[config.mk]
export PLATFORM = sky130hd
export DESIGN_NAME = nvshadow_sram
export DESIGN_NICKNAME = d
export VERILOG_FILES = /design/src/rtl/nvs_pkg.sv /design/src/rtl/nvs_seq_match.sv /design/src/rtl/nvs_xfer_ctrl.sv /design/src/rtl/nvs_cell_array.sv /design/src/rtl/nvshadow_sram.sv
export SDC_FILE = /design/constraint.sdc
export NUM_CORES = 1
export LEC_CHECK = 0
export BUFFER_PORTS_ARGS = -buffer_cell sky130_fd_sc_hd__buf_2
export CORE_MARGIN = 8
export CORE_UTILIZATION = 50
export CTS_CLUSTER_DIAMETER = 200
export DETAILED_ROUTE_END_ITERATION = 7
export MAX_ROUTING_LAYER = met4
export PLACE_DENSITY_LB_ADDON = 0.1
export SYNTH_ARGS = -nofsm -noshare
export SYNTH_HDL_FRONTEND = slang
export SYNTH_SLANG_ARGS = --single-unit
[constraint.sdc]
create_clock -name clk -period 5.94 [get_ports clk]
set_input_delay 0.594 -clock clk [delete_from_list [all_inputs] [get_ports clk]]
set_output_delay 0.594 -clock clk [all_outputs]
set_load 0.01 [all_outputs]
[src/rtl/nvs_pkg.sv]
package nvs_pkg;

    typedef enum logic [1:0] {
        XS_IDLE,
        XS_CLEAR,
        XS_LOAD,
        XS_SAVE
    } xfer_state_e;

    localparam int KEY_LEN = 5;

endpackage

[src/rtl/nvs_seq_match.sv]
module nvs_seq_match
    import nvs_pkg::*;
#(
    parameter int ADDR_W = 4,
    parameter logic [KEY_LEN*ADDR_W-1:0] KEY_SEQ = '0,
    parameter logic [ADDR_W-1:0] SAVE_ADDR = '1,
    parameter logic [ADDR_W-1:0] LOAD_ADDR = '0
) (
    input  logic              clk,
    input  logic              rst_n,
    input  logic              acc_valid,
    input  logic              acc_write,
    input  logic [ADDR_W-1:0] acc_addr,
    output logic              go_save,
    output logic              go_load
);

    localparam int SW = $clog2(KEY_LEN + 1);

    logic [SW-1:0]     step;
    logic [ADDR_W-1:0] keys [KEY_LEN];
    logic              key_hit;
    logic              rd_acc;
    logic              at_last;

    for (genvar g = 0; g < KEY_LEN; g++) begin : g_key
        assign keys[g] = KEY_SEQ[g*ADDR_W +: ADDR_W];
    end

    always_comb begin
        key_hit = 1'b0;
        for (int i = 0; i < KEY_LEN; i++) begin
            if (step == SW'(i) && acc_addr == keys[i]) key_hit = 1'b1;
        end
    end

    assign rd_acc  = acc_valid && !acc_write;
    assign at_last = (step == SW'(KEY_LEN));
    assign go_save = rd_acc && at_last && (acc_addr == SAVE_ADDR);
    assign go_load = rd_acc && at_last && (acc_addr == LOAD_ADDR);

    // Any access that is not the expected next key (including the command
    // read itself) returns the watcher to its first step.
    always_ff @(posedge clk or negedge rst_n) begin
        if (!rst_n) begin
            step <= '0;
        end else if (acc_valid) begin
            if (rd_acc && key_hit) step <= step + 1'b1;
            else                   step <= '0;
        end
    end

endmodule

[src/rtl/nvs_xfer_ctrl.sv]
module nvs_xfer_ctrl
    import nvs_pkg::*;
#(
    parameter int STORE_CYCLES  = 40,
    parameter int RECALL_CYCLES = 6
) (
    input  logic clk,
    input  logic rst_n,
    input  logic go_save,
    input  logic go_load,
    output logic busy,
    output logic do_clear,
    output logic do_load,
    output logic do_save
);

    localparam int CW = $clog2(STORE_CYCLES + 1);

    xfer_state_e   state;
    logic [CW-1:0] cnt;

    always_ff @(posedge clk or negedge rst_n) begin
        if (!rst_n) begin
            state <= XS_CLEAR;
            cnt   <= '0;
        end else begin
            unique case (state)
                XS_IDLE: begin
                    if (go_save) begin
                        state <= XS_SAVE;
                        cnt   <= CW'(STORE_CYCLES - 1);
                    end else if (go_load) begin
                        state <= XS_CLEAR;
                        cnt   <= '0;
                    end
                end
                XS_CLEAR: begin
                    state <= XS_LOAD;
                    cnt   <= CW'(RECALL_CYCLES - 2);
                end
                XS_LOAD, XS_SAVE: begin
                    if (cnt == '0) state <= XS_IDLE;
                    else           cnt   <= cnt - 1'b1;
                end
                default: state <= XS_IDLE;
            endcase
        end
    end

    always_comb begin
        busy     = (state != XS_IDLE);
        do_clear = (state == XS_CLEAR);
        do_load  = (state == XS_LOAD) && (cnt == '0);
        do_save  = (state == XS_SAVE) && (cnt == '0);
    end

endmodule

[src/rtl/nvs_cell_array.sv]
module nvs_cell_array #(
    parameter int ADDR_W = 4,
    parameter int DATA_W = 8
) (
    input  logic              clk,
    input  logic              do_clear,
    input  logic              do_load,
    input  logic              do_save,
    input  logic              wr_en,
    input  logic [ADDR_W-1:0] addr,
    input  logic [DATA_W-1:0] wdata,
    output logic [DATA_W-1:0] rdata
);

    localparam int DEPTH = 1 << ADDR_W;

    logic [DATA_W-1:0] ram    [DEPTH];
    logic [DATA_W-1:0] shadow [DEPTH];

    always_ff @(posedge clk) begin
        if (do_clear) begin
            for (int i = 0; i < DEPTH; i++) ram[i] <= '0;
        end else if (do_load) begin
            ram <= shadow;
        end else if (wr_en) begin
            ram[addr] <= wdata;
        end
    end

    always_ff @(posedge clk) begin
        if (do_save) shadow <= ram;
    end

    assign rdata = ram[addr];

endmodule

[src/rtl/nvshadow_sram.sv]
module nvshadow_sram
    import nvs_pkg::*;
#(
    parameter int          ADDR_W        = 4,
    parameter int          DATA_W        = 8,
    parameter int          STORE_CYCLES  = 40,
    parameter int          RECALL_CYCLES = 6,
    parameter int unsigned KEY_A         = 3,
    parameter int unsigned KEY_B         = 12,
    parameter int unsigned KEY_C         = 5,
    parameter int unsigned KEY_D         = 10,
    parameter int unsigned KEY_E         = 6,
    parameter int unsigned SAVE_CMD_ADDR = 15,
    parameter int unsigned LOAD_CMD_ADDR = 9
) (
    input  logic              clk,
    input  logic              rst_n,
    input  logic              ce_n,
    input  logic              oe_n,
    input  logic              we_n,
    input  logic [ADDR_W-1:0] addr,
    input  logic [DATA_W-1:0] dq_in,
    output logic [DATA_W-1:0] dq_out,
    output logic              dq_oe,
    output logic              busy
);

    localparam logic [KEY_LEN*ADDR_W-1:0] KEY_SEQ = {
        ADDR_W'(KEY_E), ADDR_W'(KEY_D), ADDR_W'(KEY_C),
        ADDR_W'(KEY_B), ADDR_W'(KEY_A)
    };

    logic              port_ok;
    logic              go_save, go_load;
    logic              do_clear, do_load, do_save;
    logic [DATA_W-1:0] rdata;

    assign port_ok = !ce_n && !busy;

    nvs_seq_match #(
        .ADDR_W   (ADDR_W),
        .KEY_SEQ  (KEY_SEQ),
        .SAVE_ADDR(ADDR_W'(SAVE_CMD_ADDR)),
        .LOAD_ADDR(ADDR_W'(LOAD_CMD_ADDR))
    ) u_match (
        .clk      (clk),
        .rst_n    (rst_n),
        .acc_valid(port_ok),
        .acc_write(!we_n),
        .acc_addr (addr),
        .go_save  (go_save),
        .go_load  (go_load)
    );

    nvs_xfer_ctrl #(
        .STORE_CYCLES (STORE_CYCLES),
        .RECALL_CYCLES(RECALL_CYCLES)
    ) u_ctrl (
        .clk     (clk),
        .rst_n   (rst_n),
        .go_save (go_save),
        .go_load (go_load),
        .busy    (busy),
        .do_clear(do_clear),
        .do_load (do_load),
        .do_save (do_save)
    );

    nvs_cell_array #(
        .ADDR_W(ADDR_W),
        .DATA_W(DATA_W)
    ) u_cells (
        .clk     (clk),
        .do_clear(do_clear),
        .do_load (do_load),
        .do_save (do_save),
        .wr_en   (port_ok && !we_n),
        .addr    (addr),
        .wdata   (dq_in),
        .rdata   (rdata)
    );

    assign dq_oe  = port_ok && we_n && !oe_n;
    assign dq_out = dq_oe ? rdata : '0;

endmodule

==> metrics.txt, run 1 <==
First-pass DRT Iterations=6; critical path data required time=between 5 and 6 ns; combinational power share=4.9%; Mapped Cells=approximately 930; die area=27500 µm²; clock tree buffer depth=3; Routed Antenna Nets=0; Final Hold Vio Count=0; RSZ-0062 raised after global routing=no; Synth-to-Final Area Change=11.2%; sequential share of the synthesized area=59.5%; distinct cell type count of the synthesized netlist=52; IO Port Bufs=26; number of global-route vias before repair=between 7000 and 8000; Layout Nets=approximately 940; post-synth top area share=about a third; die height=166 µm; switching pwr=slightly below 900 µW; Residual DRC=0; Internal=approximately 3200 µW; initial antenna violation count=2; switching share of power=between 20 and 25%; Clk pwr share=44.9%; All-Layer GR Usage=about a fifth; initial drt markers=roughly 600; Slew HR=a little over a fifth; crit path buf inv count=1; Cell Area, Synth=approximately 11000 µm²; DIE WIDTH=around 170 µm; r2r setup slk=2.60 ns; Post-synth EDFFs=128; Setup TNS=0 ns; number of synthesis warnings=0; most area-consuming cells after synthesis=edfxtp_1 34%, dfxtp_1 23%, mux2i_1 8.9%; leading area contributor after synthesis=edfxtp_1; Worst Setup End Kind=output pin; clock slew at reported path FFs=around 0.060 ns; Clock Root Buffer=clkbuf_16; status=complete, no violations; Power Dens Cells=around 330 nW/µm²; Hold Crit Class=reg2reg; number of H-tree levels=1; critical path peak fanout=13; final RePlAce weighted congestion=approximately 0.8; max-cap violations=0; Post-synth ARST share=between 4 and 5%; Post-Layout Cell Count=roughly 1200; CTS tree=yes; HPWL after detailed placement=between 15000 and 20000 µm; global-route wire length before repair=between 40000 and 50000 µm; core area=22400 µm²; final WL=about 28000 µm; CP max-delay cell=or4b_2; top cell family by delay on the critical path=simple AND/OR/NAND/NOR gates; critical path arrival=slightly above 3 ns; post-synthesis net count=approximately 950; num ports=27; design area=about 12000 µm²; Yosys reg bits=~270; Rows=between 50 and 60; VDD IR-drop max=around 0.26 mV; Setup CP Type=reg2out; final setup violation count=0; Fin Clk Skew=approximately 0.025 ns; worst skew pair latency=~0.55 ns; Starting Density=between 50% and 60%; Main synth FF type=edfxtp_1; Routed wire per std cell=between 20 and 25 µm; mean area per synthesized cell=about 12 µm²; crit path cell chain=or4b_2, nor2_1, o21ai_0, a21oi_1, buf_2; Post-synth top cells=128 x dfxtp_1, 128 x edfxtp_1, 119 x o21ai_0; Flop pwr share=50.2%; placed cell count=around 1200; Placed Instance Area=approximately 12000 µm²; Worst setup SP type=register; via count=between 7000 and 8000; largest net degree at the start of global routing=between 80 and 90; CTS buffer count=29; Slew Viols, Final=0; Slew @ Worst Pin=around 1.2 ns; Vias per Instance=just over 6; minimum clock period=between 3 and 4 ns; total grt overflow=0; CP peak stage delay=approximately 0.7 ns; Leakage=about 0.0048 µW; CTS sink cnt=267; fin crit share=slightly above 60%; fmax=between 0.2 and 0.3 GHz; layout cell share with drive strength beyond 1=around 14%
[power groups by stage]
stage          logic (µW)  clock network, µW  registers [µW]
2_1_floorplan         149                  0            2060
3_3_place_gp          192                  0            2070
3_5_place_dp          198                  0            2080
4_1_cts               201               1850            2040
5_1_grt               219               1920            2040
6_report              199               1820            2040
[area by class of cell]
type	instances	area [µm²]
clock inverters	11	140
inverters	9	33.8
multi-input cells	576	4230
repair buffers	36	208
diodes	2	5.00
well taps	285	357
fillers	1812	9880
flip-flops and latches	267	6680
clock buffers	43	830
[stage by stage]
| stage | hold slack (ns) | util, % | setup slack [ns] | total power, µW |
|---|---|---|---|---|
| CTS | 0.453 | 55.8 | 2.28 | 4080 |
| floorplan | 0.298 | - | 1.39 | 2210 |
| global route | 0.468 | 55.8 | 2.09 | 4180 |
| detailed placement | 0.435 | 51.4 | 2.48 | 2270 |
| global placement | 0.430 | 51.4 | 2.51 | 2260 |
| finish | 0.450 | 55.8 | 2.26 | 4060 |
[worst register-to-register path, delay by kind of cell, from the launching register on]
kind	cells	cell delay, ns
flip-flops	1	0.42
buffers and inverters	1	0.07
AO/OA/AOI/OAI	1	0.22
AND/OR/NAND/NOR	3	2.30
adder cells (fa/ha/maj)	1	0.20
[flip-flops by register name, indices dropped and copies added, names as in the netlist]
| name | count |
|---|---|
| u_match.step | 3 |
| u_ctrl.cnt | 6 |
| u_cells.shadow | 128 |
| u_ctrl.state | 2 |
| u_cells.ram | 128 |
[placed cells by master (no fill, tap or decap), types with 9 or more instances in the layout]
| cell type | instances |
|---|---|
| buf_4 | 9 |
| mux2_2 | 10 |
| nand2_1 | 75 |
| dfrtp_1 | 10 |
| mux4_2 | 32 |
| o21ai_0 | 119 |
| a21oi_1 | 93 |
| clkbuf_16 | 30 |
| mux2i_1 | 100 |
| nand3_1 | 23 |
| dfxtp_1 | 128 |
| buf_2 | 26 |
| a31oi_1 | 25 |
| clkbuf_1 | 10 |
| edfxtp_1 | 128 |
[kinds of logic after synthesis]
| logic type | share of synthesized area [%] |
|---|---|
| AO/OA/AOI/OAI | 12.9 |
| XOR/XNOR | 0.156 |
| adder cells (fa/ha/maj) | 0.669 |
| buffers and inverters | 3.00 |
| flip-flops | 59.5 |
| multiplexers | 16.3 |
| AND/OR/NAND/NOR | 7.41 |
[repair_timing]
action / 4_1_cts / 5_1_grt
hold buffers: 1 / 0
gates resized for setup: 0 / 0
endpoints found under the hold margin: 10 / 0
buffers inserted: 0 / 0
[per-layer routing]
| metal | global-route usage (%) | up-vias | share of wire [%] |
|---|---|---|---|
| met1 | 25.9 | 3805 | 44 |
| met5 | - | - | 0 |
| met4 | 7.63 | 0 | 3.3 |
| met2 | 34.4 | 202 | 48 |
| li1 | - | 3481 | - |
| met3 | 2.07 | 64 | 4.0 |
[worst paths after layout]
check | startpoint | endpoint | cells past startpoint
worst min register to register | u_cells.shadow[72] | u_cells.ram[72] | 2
worst max-delay path | u_ctrl.state[1] | dq_out[6] | 5
min in group asynchronous | rst_n | u_match.step[0] | 2
max in group asynchronous | rst_n | u_ctrl.state[0] | 2
worst min-delay path | u_cells.shadow[72] | u_cells.ram[72] | 2
worst max register to register | u_ctrl.cnt[0] | u_cells.ram[75] | 6
Power figures use the tool's default switching activity.
==> run 2: changes to the inputs <==
Settings changed: ABC_AREA from default to 1.
Clock period 5.94 ns to 3.8 ns, I/O delays scaled along.
==> metrics.txt, run 2 <==
Residual DRC=0 (unchanged); Worst setup SP type=register (unchanged); Vias per Instance=5.38 (was 6.14); Clock Root Buffer=clkbuf_16 (unchanged); placed cell count=1996 (was 1172); Slew @ Worst Pin=1.01 ns (was 1.18 ns); RSZ-0062 raised after global routing=no (unchanged); Power Dens Cells=526 nW/µm² (was 325 nW/µm²); First-pass DRT Iterations=5 (was 6); distinct cell type count of the synthesized netlist=29 (was 52); Min Hold Slack=0.212 ns (was 0.450 ns); mean area per synthesized cell=7.50 µm² (was 12.1 µm²); Slew HR=32.3% (was 21.0%); Top Registers=u_cells.ram: 128 flops, u_cells.shadow: 128 flops, u_ctrl.cnt: 6 flops (unchanged); post-CTS resize count=0 (unchanged); final RePlAce weighted congestion=0.883 (was 0.796); die area=30900 µm² (was 27500 µm²); Post-synth ARST share=4.12% (unchanged); Rows=58 (was 55); final setup violation count=0 (unchanged); Mapped Cells=1699 (was 926); Fill cells=2404 (was 1812); number of synthesis warnings=0 (unchanged); number of H-tree levels=1 (unchanged); Yosys reg bits=267 (unchanged); Setup CP Type=reg2out (unchanged); global-route wire length before repair=58500 µm (was 44600 µm); Hold Crit Class=in2reg (was reg2reg); Cell Area, Synth=12700 µm² (was 11200 µm²); Post-synth EDFFs=128 (unchanged); status=complete, no violations (unchanged); pre-CTS setup slack=1.42 ns (was 2.48 ns); design area=14100 µm² (was 12500 µm²); switching pwr=2040 µW (was 876 µW); final WL=37600 µm (was 28000 µm); Flop pwr share=49.5% (was 50.2%); multi-input logic area=5050 µm² (was 4230 µm²); post-synth top area share=30.2% (was 34.2%); Starting Density=50.8% (was 50.2%); core area=25100 µm² (was 22400 µm²); Final Hold Vio Count=0 (unchanged); Slew Viols, Final=0 (unchanged); initial drt markers=1133 (was 597); commonest cells after routing, fill and taps aside=504 x nor2_1, 316 x nand2_1, 155 x inv_1, 128 x dfxtp_1, 128 x edfxtp_1 (was 128 x dfxtp_1, 128 x edfxtp_1, 119 x o21ai_0, 100 x mux2i_1, 93 x a21oi_1); CTS tree=yes (unchanged); post-CTS setup buffer count=0 (unchanged); sequential share of the synthesized area=52.4% (was 59.5%); DIE WIDTH=176 µm (was 166 µm); count leader, synth=nor2_1; CTS sink cnt=267 (unchanged); Leakage=0.00678 µW (was 0.00477 µW); Clk pwr share=36.8% (was 44.9%); most frequent standard cell in the layout excluding fill and tap cells=nor2_1; Setup TNS=0 ns (unchanged); VDD IR-drop max=0.423 mV (was 0.256 mV); Layout Nets=1722 (was 942); CTS buffer count=30 (was 29); register area=6680 µm² (unchanged); critical path data required time=3.42 ns (was 5.35 ns); die height=176 µm (was 166 µm); total grt overflow=0 (unchanged); fin crit share=67.8%; via count=11000 (was 7552); HPWL after detailed placement=23700 µm (was 16600 µm); number of global-route vias before repair=10300 (was 7812); IO Port Bufs=26 (unchanged); Internal=5380 µW (was 3180 µW); final setup margin=1.22 ns (was 2.26 ns); Routed wire per std cell=18.3 µm (was 22.8 µm); Worst Setup End Kind=output pin (unchanged); ant diodes=0 (was 2); All-Layer GR Usage=24.6% (was 20.6%); max-cap violations=0 (unchanged); switching share of power=27.5% (was 21.6%); Fin Clk Skew=0.0151 ns (was 0.0247 ns); clock tree buffer depth=3 (unchanged); initial antenna violation count=0 (was 2); layout cell share with drive strength beyond 1=8.18% (was 14.4%); post-synthesis net count=1722 (was 949); combinational power share=13.7% (was 4.9%); Post-synth top cells=505 x nor2_1, 317 x nand2_1, 155 x inv_1 (was 128 x dfxtp_1, 128 x edfxtp_1, 119 x o21ai_0); num ports=27 (unchanged); leading area contributor after synthesis=edfxtp_1 (unchanged); largest net degree at the start of global routing=152 (was 81); fmax=0.388 GHz; worst skew pair latency=0.55 ns (about the same); Post-Layout Cell Count=2053 (was 1229); critical path peak fanout=8 (was 13); critical path arrival=2.20 ns (was 3.09 ns); most area-consuming cells after synthesis=edfxtp_1 30%, dfxtp_1 20%, nor2_1 15% (was edfxtp_1 34%, dfxtp_1 23%, mux2i_1 8.9%); Placed Instance Area=13200 µm² (was 11500 µm²); minimum clock period=between 2 and 3 ns; clock slew at reported path FFs=0.06 ns (about the same); Main synth FF type=edfxtp_1 (unchanged); Synth-to-Final Area Change=10.7% (was 11.2%); Routed Antenna Nets=0 (unchanged)
==> run 2: changes by cell type after synthesis, moves of 41 or more <==
cell and change:
a21oi_1 -77, inv_1 +147, mux2i_1 -100, nand2_1 +241
nand3_1 +81, nand4_1 +41, nor2_1 +498, nor3_1 +50
==> run 2: final cells by class <==
class | instances | share of cell area [%]
well taps | 330 | 2.93
flip-flops and latches | 267 | 47.4
repair buffers | 51 | 2.63
clock buffers | 42 | 6.08
clock inverters | 14 | 0.488
multi-input cells | 1171 | 35.8
inverters | 178 | 4.74
==> run 2: logic make-up (layout without fill, tap and decap cells) <==
group                    Yosys count  after routing  synth area share, %
AO/OA/AOI/OAI                    110            110                 4.34
adder cells (fa/ha/maj)            6              6                0.589
flip-flops                       267            267                 52.4
AND/OR/NAND/NOR                 1053           1053                 34.3
XOR/XNOR                           2              2                0.137
buffers and inverters            261            285                 8.18
==> run 2: final timing paths <==
path,start,end,slack (ns),cells after the start
worst max-delay path,u_ctrl.state[1],dq_out[1],1.22,6
worst min-delay path,ce_n,u_match.step[0],0.21,5
worst max register to register,u_ctrl.state[1],u_cells.ram[119],1.37,8
worst min register to register,u_cells.ram[21],u_cells.shadow[21],0.43,0
max in group asynchronous,rst_n,u_ctrl.state[0],3.29,2
min in group asynchronous,rst_n,u_ctrl.cnt[1],0.23,2
==> run 2: worst max-delay path, stage by stage, from the launching register on <==
cell     delay, ns
dfrtp_1       0.47
nor2_4        0.17
nand3_1       0.16
nor2_1        0.16
inv_1         0.22
nor2_1        0.26
buf_2         0.18
==> run 2: power groups by stage <==
stage	logic [µW]	clock network, µW	registers [µW]
floorplan	758	0	3630
global placement	984	0	3710
detailed placement	1000	0	3720
CTS	1010	2760	3670
global route	1170	2880	3710
finish	1020	2720	3670
==> run 2: routing by layer <==
metal,share of wire (%),global-route usage (%),up-vias
met5,0,-,-
met4,2.5,6.64,0
met1,46,35.6,5113
met2,42,34.9,461
met3,8.9,4.32,61
li1,-,-,5402
==> run 2: repair_timing <==
item / 4_1_cts / 5_1_grt
hold endpoints to repair: 11 / 0
setup endpoints to repair: 0 / 0
hold buffers: 1 / 0
==> run 2: metrics by stage <==
| step | util (%) | total power [µW] |
|---|---|---|
| 2_1_floorplan | - | 4390 |
| 3_3_place_gp | 52.5 | 4690 |
| 3_5_place_dp | 52.5 | 4720 |
| 4_1_cts | 56.2 | 7430 |
| 5_1_grt | 56.2 | 7760 |
| 6_report | 56.2 | 7410 |
